<file path="config.mk">
export PLATFORM = sky130hd
export DESIGN_NAME = cfgsec_ctrl
export DESIGN_NICKNAME = d
export VERILOG_FILES = /design/src/rtl/cfgsec_pkg.sv /design/src/rtl/cfgsec_fuse_store.sv /design/src/rtl/cfgsec_sig_store.sv /design/src/rtl/cfgsec_ctrl.sv
export SDC_FILE = /design/constraint.sdc
export NUM_CORES = 2
export LEC_CHECK = 0
export BUFFER_PORTS_ARGS = -buffer_cell sky130_fd_sc_hd__clkbuf_2
export CAP_MARGIN = 20
export CORE_UTILIZATION = 63
export CTS_BUF_LIST = sky130_fd_sc_hd__clkbuf_4 sky130_fd_sc_hd__clkbuf_8 sky130_fd_sc_hd__clkbuf_16
export DETAILED_ROUTE_END_ITERATION = 8
export GPL_ROUTABILITY_DRIVEN = 0
export PLACE_DENSITY = 0.8
export SLEW_MARGIN = 10
export SYNTH_ARGS = -nofsm -noshare
export SYNTH_HDL_FRONTEND = slang
export SYNTH_SLANG_ARGS = --single-unit
</file>
<file path="constraint.sdc">
create_clock -name clk -period 2.3 [get_ports clk]
set_input_delay 0.575 -clock clk [delete_from_list [all_inputs] [get_ports clk]]
set_output_delay 0.575 -clock clk [all_outputs]
set_load 0.02 [all_outputs]
</file>
<file path="src/rtl/cfgsec_pkg.sv">
package cfgsec_pkg;
    typedef enum logic [2:0] {
        OP_FUSE_WR = 3'd0,
        OP_FUSE_RD = 3'd1,
        OP_PRELOAD = 3'd2,
        OP_SIG_RD  = 3'd3,
        OP_SIG_WR  = 3'd4,
        OP_SECURE  = 3'd5,
        OP_ERASE   = 3'd6,
        OP_NONE    = 3'd7
    } op_e;

    localparam int SIG_BITS = 64;
    localparam int SIG_BYTES = SIG_BITS / 8;
endpackage

</file>
<file path="src/rtl/cfgsec_fuse_store.sv">
module cfgsec_fuse_store #(
    parameter int AW = 5,
    parameter int W  = 32
) (
    input  logic          clk,
    input  logic          rst_n,
    input  logic          we,
    input  logic          clr,
    input  logic [AW-1:0] addr,
    input  logic [W-1:0]  wdata,
    output logic [W-1:0]  rdata
);
    localparam int WORDS = 1 << AW;

    logic [W-1:0] mem_q [WORDS];
    logic [W-1:0] mem_d [WORDS];

    always_comb begin
        for (int i = 0; i < WORDS; i++) begin
            mem_d[i] = clr ? '0 : mem_q[i];
        end
        if (we && !clr) begin
            mem_d[addr] = wdata;
        end
    end

    always_ff @(posedge clk or negedge rst_n) begin
        if (!rst_n) begin
            for (int i = 0; i < WORDS; i++) mem_q[i] <= '0;
        end else begin
            for (int i = 0; i < WORDS; i++) mem_q[i] <= mem_d[i];
        end
    end

    assign rdata = mem_q[addr];


    fuse_store_chk: assert property (@(posedge clk) disable iff (!rst_n)
        we && !clr |=> mem_q[$past(addr)] == $past(wdata));
endmodule

</file>
<file path="src/rtl/cfgsec_sig_store.sv">
module cfgsec_sig_store
    import cfgsec_pkg::*;
(
    input  logic       clk,
    input  logic       rst_n,
    input  logic       we,
    input  logic       clr,
    input  logic [$clog2(SIG_BYTES)-1:0] idx,
    input  logic [7:0] wdata,
    output logic [7:0] rdata
);
    logic [SIG_BITS-1:0] sig_d, sig_q;

    always_comb begin
        sig_d = sig_q;
        if (clr) begin
            sig_d = '0;
        end else if (we) begin
            sig_d[idx*8 +: 8] = wdata;
        end
    end

    always_ff @(posedge clk or negedge rst_n) begin
        if (!rst_n) sig_q <= '0;
        else        sig_q <= sig_d;
    end

    assign rdata = sig_q[idx*8 +: 8];


    sig_clear_chk: assert property (@(posedge clk) disable iff (!rst_n)
        clr |=> sig_q == '0);
endmodule

</file>
<file path="src/rtl/cfgsec_ctrl.sv">
module cfgsec_ctrl
    import cfgsec_pkg::*;
#(
    parameter int FUSE_AW = 5,
    parameter int DATA_W  = 32,
    parameter int NREG    = 10
) (
    input  logic               clk,
    input  logic               rst_n,
    input  logic               cmd_valid,
    output logic               cmd_ready,
    input  logic [2:0]         cmd_op,
    input  logic [FUSE_AW-1:0] cmd_addr,
    input  logic [DATA_W-1:0]  cmd_wdata,
    output logic               rsp_valid,
    input  logic               rsp_ready,
    output logic [DATA_W-1:0]  rsp_data,
    output logic               rsp_blocked,
    output logic               preload_valid,
    output logic [NREG-1:0]    preload_value
);
    localparam int IDX_W = $clog2(SIG_BYTES);

    typedef struct packed {
        logic              sec;
        logic              rv;
        logic              blk;
        logic [DATA_W-1:0] rdata;
        logic              plv;
        logic [NREG-1:0]   plval;
    } state_t;

    state_t st_d, st_q;
    op_e    op;
    logic   acc;
    logic   fuse_we, fuse_clr, sig_we, sig_clr;
    logic [DATA_W-1:0] fuse_rdata;
    logic [7:0]        sig_rdata;

    cfgsec_fuse_store #(.AW(FUSE_AW), .W(DATA_W)) u_fuse (
        .clk   (clk),
        .rst_n (rst_n),
        .we    (fuse_we),
        .clr   (fuse_clr),
        .addr  (cmd_addr),
        .wdata (cmd_wdata),
        .rdata (fuse_rdata)
    );

    cfgsec_sig_store u_sig (
        .clk   (clk),
        .rst_n (rst_n),
        .we    (sig_we),
        .clr   (sig_clr),
        .idx   (cmd_addr[IDX_W-1:0]),
        .wdata (cmd_wdata[7:0]),
        .rdata (sig_rdata)
    );

    assign op        = op_e'(cmd_op);
    assign cmd_ready = !st_q.rv || rsp_ready;
    assign acc       = cmd_valid && cmd_ready;

    always_comb begin
        st_d     = st_q;
        st_d.plv = 1'b0;
        fuse_we  = 1'b0;
        fuse_clr = 1'b0;
        sig_we   = 1'b0;
        sig_clr  = 1'b0;
        if (rsp_ready) st_d.rv = 1'b0;
        if (acc) begin
            st_d.rv    = 1'b1;
            st_d.blk   = 1'b0;
            st_d.rdata = '0;
            unique case (op)
                OP_FUSE_WR: fuse_we = 1'b1;
                OP_FUSE_RD: begin
                    if (st_q.sec) st_d.blk   = 1'b1;
                    else          st_d.rdata = fuse_rdata;
                end
                OP_PRELOAD: begin
                    if (st_q.sec) begin
                        st_d.blk = 1'b1;
                    end else begin
                        st_d.plv   = 1'b1;
                        st_d.plval = cmd_wdata[NREG-1:0];
                    end
                end
                OP_SIG_RD: st_d.rdata = DATA_W'(sig_rdata);
                OP_SIG_WR: sig_we     = 1'b1;
                OP_SECURE: st_d.sec   = 1'b1;
                OP_ERASE: begin
                    st_d.sec = 1'b0;
                    fuse_clr = 1'b1;
                    sig_clr  = 1'b1;
                end
                default: ;
            endcase
        end
    end

    always_ff @(posedge clk or negedge rst_n) begin
        if (!rst_n) st_q <= '0;
        else        st_q <= st_d;
    end

    assign rsp_valid     = st_q.rv;
    assign rsp_data      = st_q.rdata;
    assign rsp_blocked   = st_q.blk;
    assign preload_valid = st_q.plv;
    assign preload_value = st_q.plval;


    rsp_hold_chk: assert property (@(posedge clk) disable iff (!rst_n)
        rsp_valid && !rsp_ready |=> rsp_valid && $stable(rsp_data) && $stable(rsp_blocked));


    ready_stall_chk: assert property (@(posedge clk) disable iff (!rst_n)
        !cmd_ready |-> rsp_valid && !rsp_ready);


    sec_sticky_chk: assert property (@(posedge clk) disable iff (!rst_n)
        st_q.sec && !(acc && op == OP_ERASE) |=> st_q.sec);


    preload_gate_chk: assert property (@(posedge clk) disable iff (!rst_n)
        preload_valid |-> !st_q.sec && rsp_valid && !rsp_blocked);


    blocked_zero_chk: assert property (@(posedge clk) disable iff (!rst_n)
        rsp_valid && rsp_blocked |-> rsp_data == '0);
endmodule

</file>
## Yosys cells after proc, flatten, opt, wreduce, memory -nomap -nowiden

Cells that the tools add are included.
W data, S select, Z words.

| cells by class | value |
|---|---|
| reductions and logical operators | 13 |
| add/subtract/negate cells | 1 |
| shift operators | 3 |
| eq/ne operators | 6 |
| muxes and demuxes | 57 |
| order comparisons | 2 |
| bitwise logic cells | 2 |

Operators by type and width:

| kind | count |
|---|---|
| $mux W32 | 36 |
| $bwmux W1024 | 1 |
| $mux W1024 | 1 |
| $bmux W32 S5 | 1 |
| $demux W32 S5 | 1 |
| $mux W64 | 2 |
| $bwmux W64 | 1 |
| $pmux W32 S2 | 1 |
| $shift A8 B34 Y64 const A | 1 |
| $shiftx A64 B7 Y8 | 1 |
| $shiftx A8 B34 Y64 | 1 |
| $mux W45 | 1 |
| $neg A6 Y34 | 1 |
| $mux W11 | 2 |
| $eq A3 B3 Y1 const B | 3 |
| $mux W1 | 9 |
| $eq A3 B2 Y1 const B | 2 |
| $ge A6 B6 Y1 const B | 1 |
| $lt A6 B1 Y1 const B | 1 |
| $not A5 Y6 | 1 |
| $reduce_bool A2 Y1 | 3 |
| $eq A3 B1 Y1 const B | 1 |
| $logic_and A1 B1 Y1 | 3 |
| $logic_not A3 Y1 | 1 |
| other kinds (7) | 8 |

| word-level totals | value |
|---|---|
| input port bits | 44 |
| output and inout bits | 46 |
| word-level logic and storage cells | 123 |
| bits in registers | 1134 |

## Depth between registers and ports, before layout

| depth | value |
|---|---|
| word-level depth | 7 |
| mapped depth | 12 |

## Hierarchy

From an unflattened synthesis, not the netlist that was laid out.

| unflattened totals | value |
|---|---|
| cell total of the unflattened synthesis | 6050 |
| area, all modules | 56510.4 um^2 |

Modules (own cells, without submodules):

| module | seq. area each (um^2) | times used | area each (um^2) | cells each |
|---|---|---|---|---|
| cfgsec_fuse_store | 25624.6 | 1 | 50885.1 | 5564 |
| cfgsec_sig_store | 1601.5 | 1 | 3440.8 | 304 |
| cfgsec_ctrl | 1151.1 | 1 | 2184.6 | 182 |

## Worst setup path after synthesis

OpenSTA, ideal clock, no wires.

| timing path | value |
|---|---|
| path type | input port to flip-flop |
| from | input cmd_addr[1] |
| to | register u_sig.sig_q[32] |
| stages | 11 |
| data arrival time | 3054 ps |
| library setup time | 121 ps |
| slack | -875 ps |
| path buffers | 4 |
| cell sequence | buf_4 > buf_2 > buf_2 > inv_1 > ha_1 > ha_1 > clkbuf_1 > o21ai_0 > nor4_2 > o21ai_1 > a22o_1 |

| between the ends | value |
|---|---|
| longest elaborated chain between the ends | 5 |
| elaborated cells between the ends (all ways) | 6 |
| those cells by class | add/sub: 1; shift: 2; mux: 3 |

Ends and longest elaborated chain:

| element | line | source |
|---|---|---|
| start, declared | cfgsec_ctrl.sv:13 | `input logic [FUSE_AW-1:0] cmd_addr,` |
| $neg A6 Y34 * | cfgsec_sig_store.sv:19 | `sig_d[idx*8 +: 8] = wdata;` |
| $shiftx A8 B34 Y64 / $shift A8 B34 Y64 (equally long branches) | cfgsec_sig_store.sv:19 |  |
| $bwmux W64 * | cfgsec_sig_store.sv:19 |  |
| $mux W64 * | cfgsec_sig_store.sv:18 | `end else if (we) begin` |
| $mux W64 * | cfgsec_sig_store.sv:16 | `if (clr) begin` |
| end signal, assigned | cfgsec_sig_store.sv:25 | `else sig_q <= sig_d;` |
| end, declared | cfgsec_sig_store.sv:12 | `logic [SIG_BITS-1:0] sig_d, sig_q;` |

Mark *: on every way between the ends. The rest lies on a longest branch, timed or not. The select of a mux whose other input is x is not followed.
A chain may end at the register's enable or synchronous reset.

## Worst setup path in the final report

| timing path | value |
|---|---|
| from | input cmd_addr[4] |
| to | register st_q (netlist bit rsp_data[14]) |

| between the ends | value |
|---|---|
| longest elaborated chain between the ends | 6 |

Ends and longest elaborated chain:

| element | line | source |
|---|---|---|
| $not A5 Y6 (implied by the code) | cfgsec_fuse_store.sv:35 | `assign rdata = mem_q[addr];` |
| $bmux W32 S5 | cfgsec_fuse_store.sv:35 |  |
| $mux W32 (implied by the code) (2 in series) | cfgsec_fuse_store.sv:35 |  |
| $mux W32 | cfgsec_ctrl.sv:79 | `if (st_q.sec) st_d.blk = 1'b1;` |
| $pmux W32 S2 | cfgsec_ctrl.sv:76 | `unique case (op)` |
| end signal, assigned | cfgsec_ctrl.sv:105 | `else st_q <= st_d;` |
| end, declared | cfgsec_ctrl.sv:33 | `state_t st_d, st_q;` |

Every way passes these cells. The select of a mux whose other input is x is not followed.

==> metrics <==
worst slew pin tran=around 0.91 ns; largest net degree at the start of global routing=84; register share of total power=between 40% and 50%; largest stage delay on the critical path=~0.62 ns; top cell type's share of synthesized area=52.5%; hold path start=cmd_valid; layout filler cell count=~5700; Comb pwr share=6.9%; DRT Pass-1 Iters=7; Worst Hold Endpoint=rsp_valid; Syn Nets=6026; reg2reg setup slack=0.20 ns; Post-Syn Instances=about 6000; fin crit share=a little over nine tenths; mux cell area share after synthesis=roughly a tenth; Multi-input gate area=about 0.023 mm^2; first-pass GRT wire length=between 200000 and 300000 um; clk sinks=between 1000 and 1500; Worst Path Buf+Inv=4; hold crit path type=input port to flip-flop; reg2reg path depth=8; synth warn=0; most common cell after layout, fill and taps aside=nand2_1; Core Area=about 0.085 mm^2; top cells by area, synth=dfrtp_1, nand2_1, mux2i_1; largest area contributor in the netlist=dfrtp_1; worst path cell trace=clkbuf_2 -> buf_4 -> nand4b_1 -> buf_4 -> buf_4 -> o22ai_1 -> nor4_1 -> nand2_1 -> a22o_1; Via density=approximately 6.4; PortBufs=between 80 and 90; final wirelength=168000 um; layout cell share with drive strength beyond 1=a little over an eighth; simple-gate portion of the synthesized area=17.3%; Worst Skew=slightly above 0.03 ns; ratio of total power to cell area=696 mW/mm^2; syn avg cell area=around 9.0 um^2; Synth Area in Compound Gates=~14%; register area=0.0284 mm^2; VDD IR max=around 0.74 mV; initial antenna violation count=3; DIE AREA=between 0.08 and 0.09 mm^2; IO Pins=90; CTS H-tree lvls=3; Routed wire per std cell=between 20 and 25 um; xor/xnor share of the synthesized area=0%; post-CTS sizing=0; commonest non-fill, non-tap cells in the layout=nand2_1, dfrtp_1, o21ai_0; Post-route DRC=0; top_reg_cell synth=dfrtp_1; clk root buf=clkbuf_16; Crit. Startpoint=cmd_addr[4]; FF-to-FF End=u_fuse.mem_q[299]; Setup crit start kind=input port; synth-to-layout area growth=14.9%; Post-layout nets=between 6000 and 7000; max-cap violations=0; Worst R2R Start=rsp_valid; Post-DP HPWL=104000 um; Starting Density=63.6%; Area after DPL=slightly below 0.06 mm^2; Vias=between 40000 and 50000; Hold Violations, Final=0; CP max stage cell=nor4_1; CTS tree=done; Switching Fraction=23.9%; Tot Pwr=approximately 43 mW; CTS buffer count=113; Max FO, Critical Path=15; WHS Path Cells=3; Crit path top cell by count=buf_4; fraction of the mapped netlist area in adder cells=less than 1%; Setup-failing EPs final=0; CP required=~2.9 ns; Die Span Y=295 um; pre-CTS setup slack=-0.529 ns; Starting DRT DRC Count=between 5000 and 6000; gr usage total=between 30 and 40%; leakage power=around 28 nW; cell area after layout=0.0621 mm^2; CP top delay family=buffers and inverters; synthesized cell area=0.0540 mm^2; Worst EP arrival=2.85 ns; status=complete, no violations; Psw=about 10 mW; clock share of power=a little under half; worst-case clock buffer depth=3; Pint=between 30 and 40 mW; Worst-path clk slew=about 0.060 ns; Slew Viols, Final=0; worst slew margin relative to its limit=slightly below 40%; #FFs+latches synth=roughly 1100; fmax=444 MHz; post-synthesis sequential area ratio=a little over half; Clock Latency Late Sink=about 0.7 ns; synth unique cells=between 40 and 50; main combinational cell family by area after synthesis=simple AND/OR/NAND/NOR gates; asr flop ratio synth=100%; fin util=between 70 and 80%; GRT Residual Overflow=0; Final WS setup=about 0.047 ns; EDFF count, synth=0; die width=approximately 290 um; Setup Crit Path Kind=input port to flip-flop; vias in the first global route=between 40000 and 50000; Period minus WS final=2.25 ns; unrepaired setup endpoints after global routing=false; post-route ant nets=0; num rows=107; CP endpoint kind=flip-flop
[logic make-up after synthesis]
family	after synthesis
simple gates	2276
mux	544
flops	1134
fa+ha+maj	6
buf+inv	622
compound gates	1394
[per-layer routing]
layer  global-route usage [%]  up-vias  wire length (um)
li1                         -    20200                 -
met1                     51.0    22600             63500
met2                     60.6     2898             76800
met3                     8.54      687             17700
met4                     21.1        4              9820
met5                        0        -                33
[cells in the mapped netlist, types with 27 or more instances]
library cell / count
clkbuf_1: 268
o21ai_1: 200
nor3_4: 27
o21ai_0: 837
o22ai_1: 255
nor4_1: 65
buf_2: 268
buf_4: 56
mux2i_1: 518
nand2_1: 2110
a22o_1: 81
dfrtp_1: 1134
[final cells by class]
type | instances | area share [%]
Sequential cell | 1134 | 45.7
Multi-Input combinational cell | 4220 | 36.9
Timing Repair Buffer | 504 | 8.61
Clock buffer | 158 | 5.35
Tap cell | 1144 | 2.31
Clock inverter | 50 | 1.02
Inverter | 12 | 0.0846
Antenna cell | 2 | 0.00806
[power by group through the flow]
stage	Combinational, mW	Sequential [mW]	Clock (mW)
after floorplan	1.60	20.9	0
after global placement	2.85	21.0	0
after detailed placement	2.92	21.0	0
after CTS	2.95	20.6	19.6
after global routing	3.20	20.7	20.4
final	2.99	20.6	19.5
[worst max-delay path by stage]
| stage | to | cells past startpoint |
|---|---|---|
| after floorplan | u_sig.sig_q[40] | 10 |
| after global placement | rsp_data[14] | 8 |
| after detailed placement | rsp_data[14] | 8 |
| after CTS | cmd_ready | 3 |
| after global routing | rsp_data[1] | 9 |
| final | rsp_data[14] | 9 |
[through the flow]
stage | setup TNS (ns) | hold slack, ns | instances
2_1_floorplan | -2.02 | 0.279 | 5976
3_3_place_gp | -98.34 | 0.463 | 7013
3_5_place_dp | -145.14 | 0.480 | 7013
4_1_cts | 0 | 0.249 | 7222
5_1_grt | 0 | 0.260 | 7222
6_report | 0 | 0.263 | 7224
[registers in the layout, indices dropped and copies added (netlist names)]
name,flops
rsp_valid,1
st_q,1
preload_valid,1
u_sig.sig_q,64
rsp_blocked,1
u_fuse.mem_q,1024
rsp_data,32
preload_value,10
[worst min-delay path, stage by stage]
cell      delay [ns]
clkbuf_2        0.18
inv_1           0.10
nand2_1         0.07
[what timing repair did]
| action | in CTS | in global routing |
|---|---|---|
| hold buffers | 1 | 0 |
| endpoints found under the hold margin | 20 | 0 |
| setup buffers | 0 | 0 |
No activity file was read; power rests on OpenSTA's default activity.
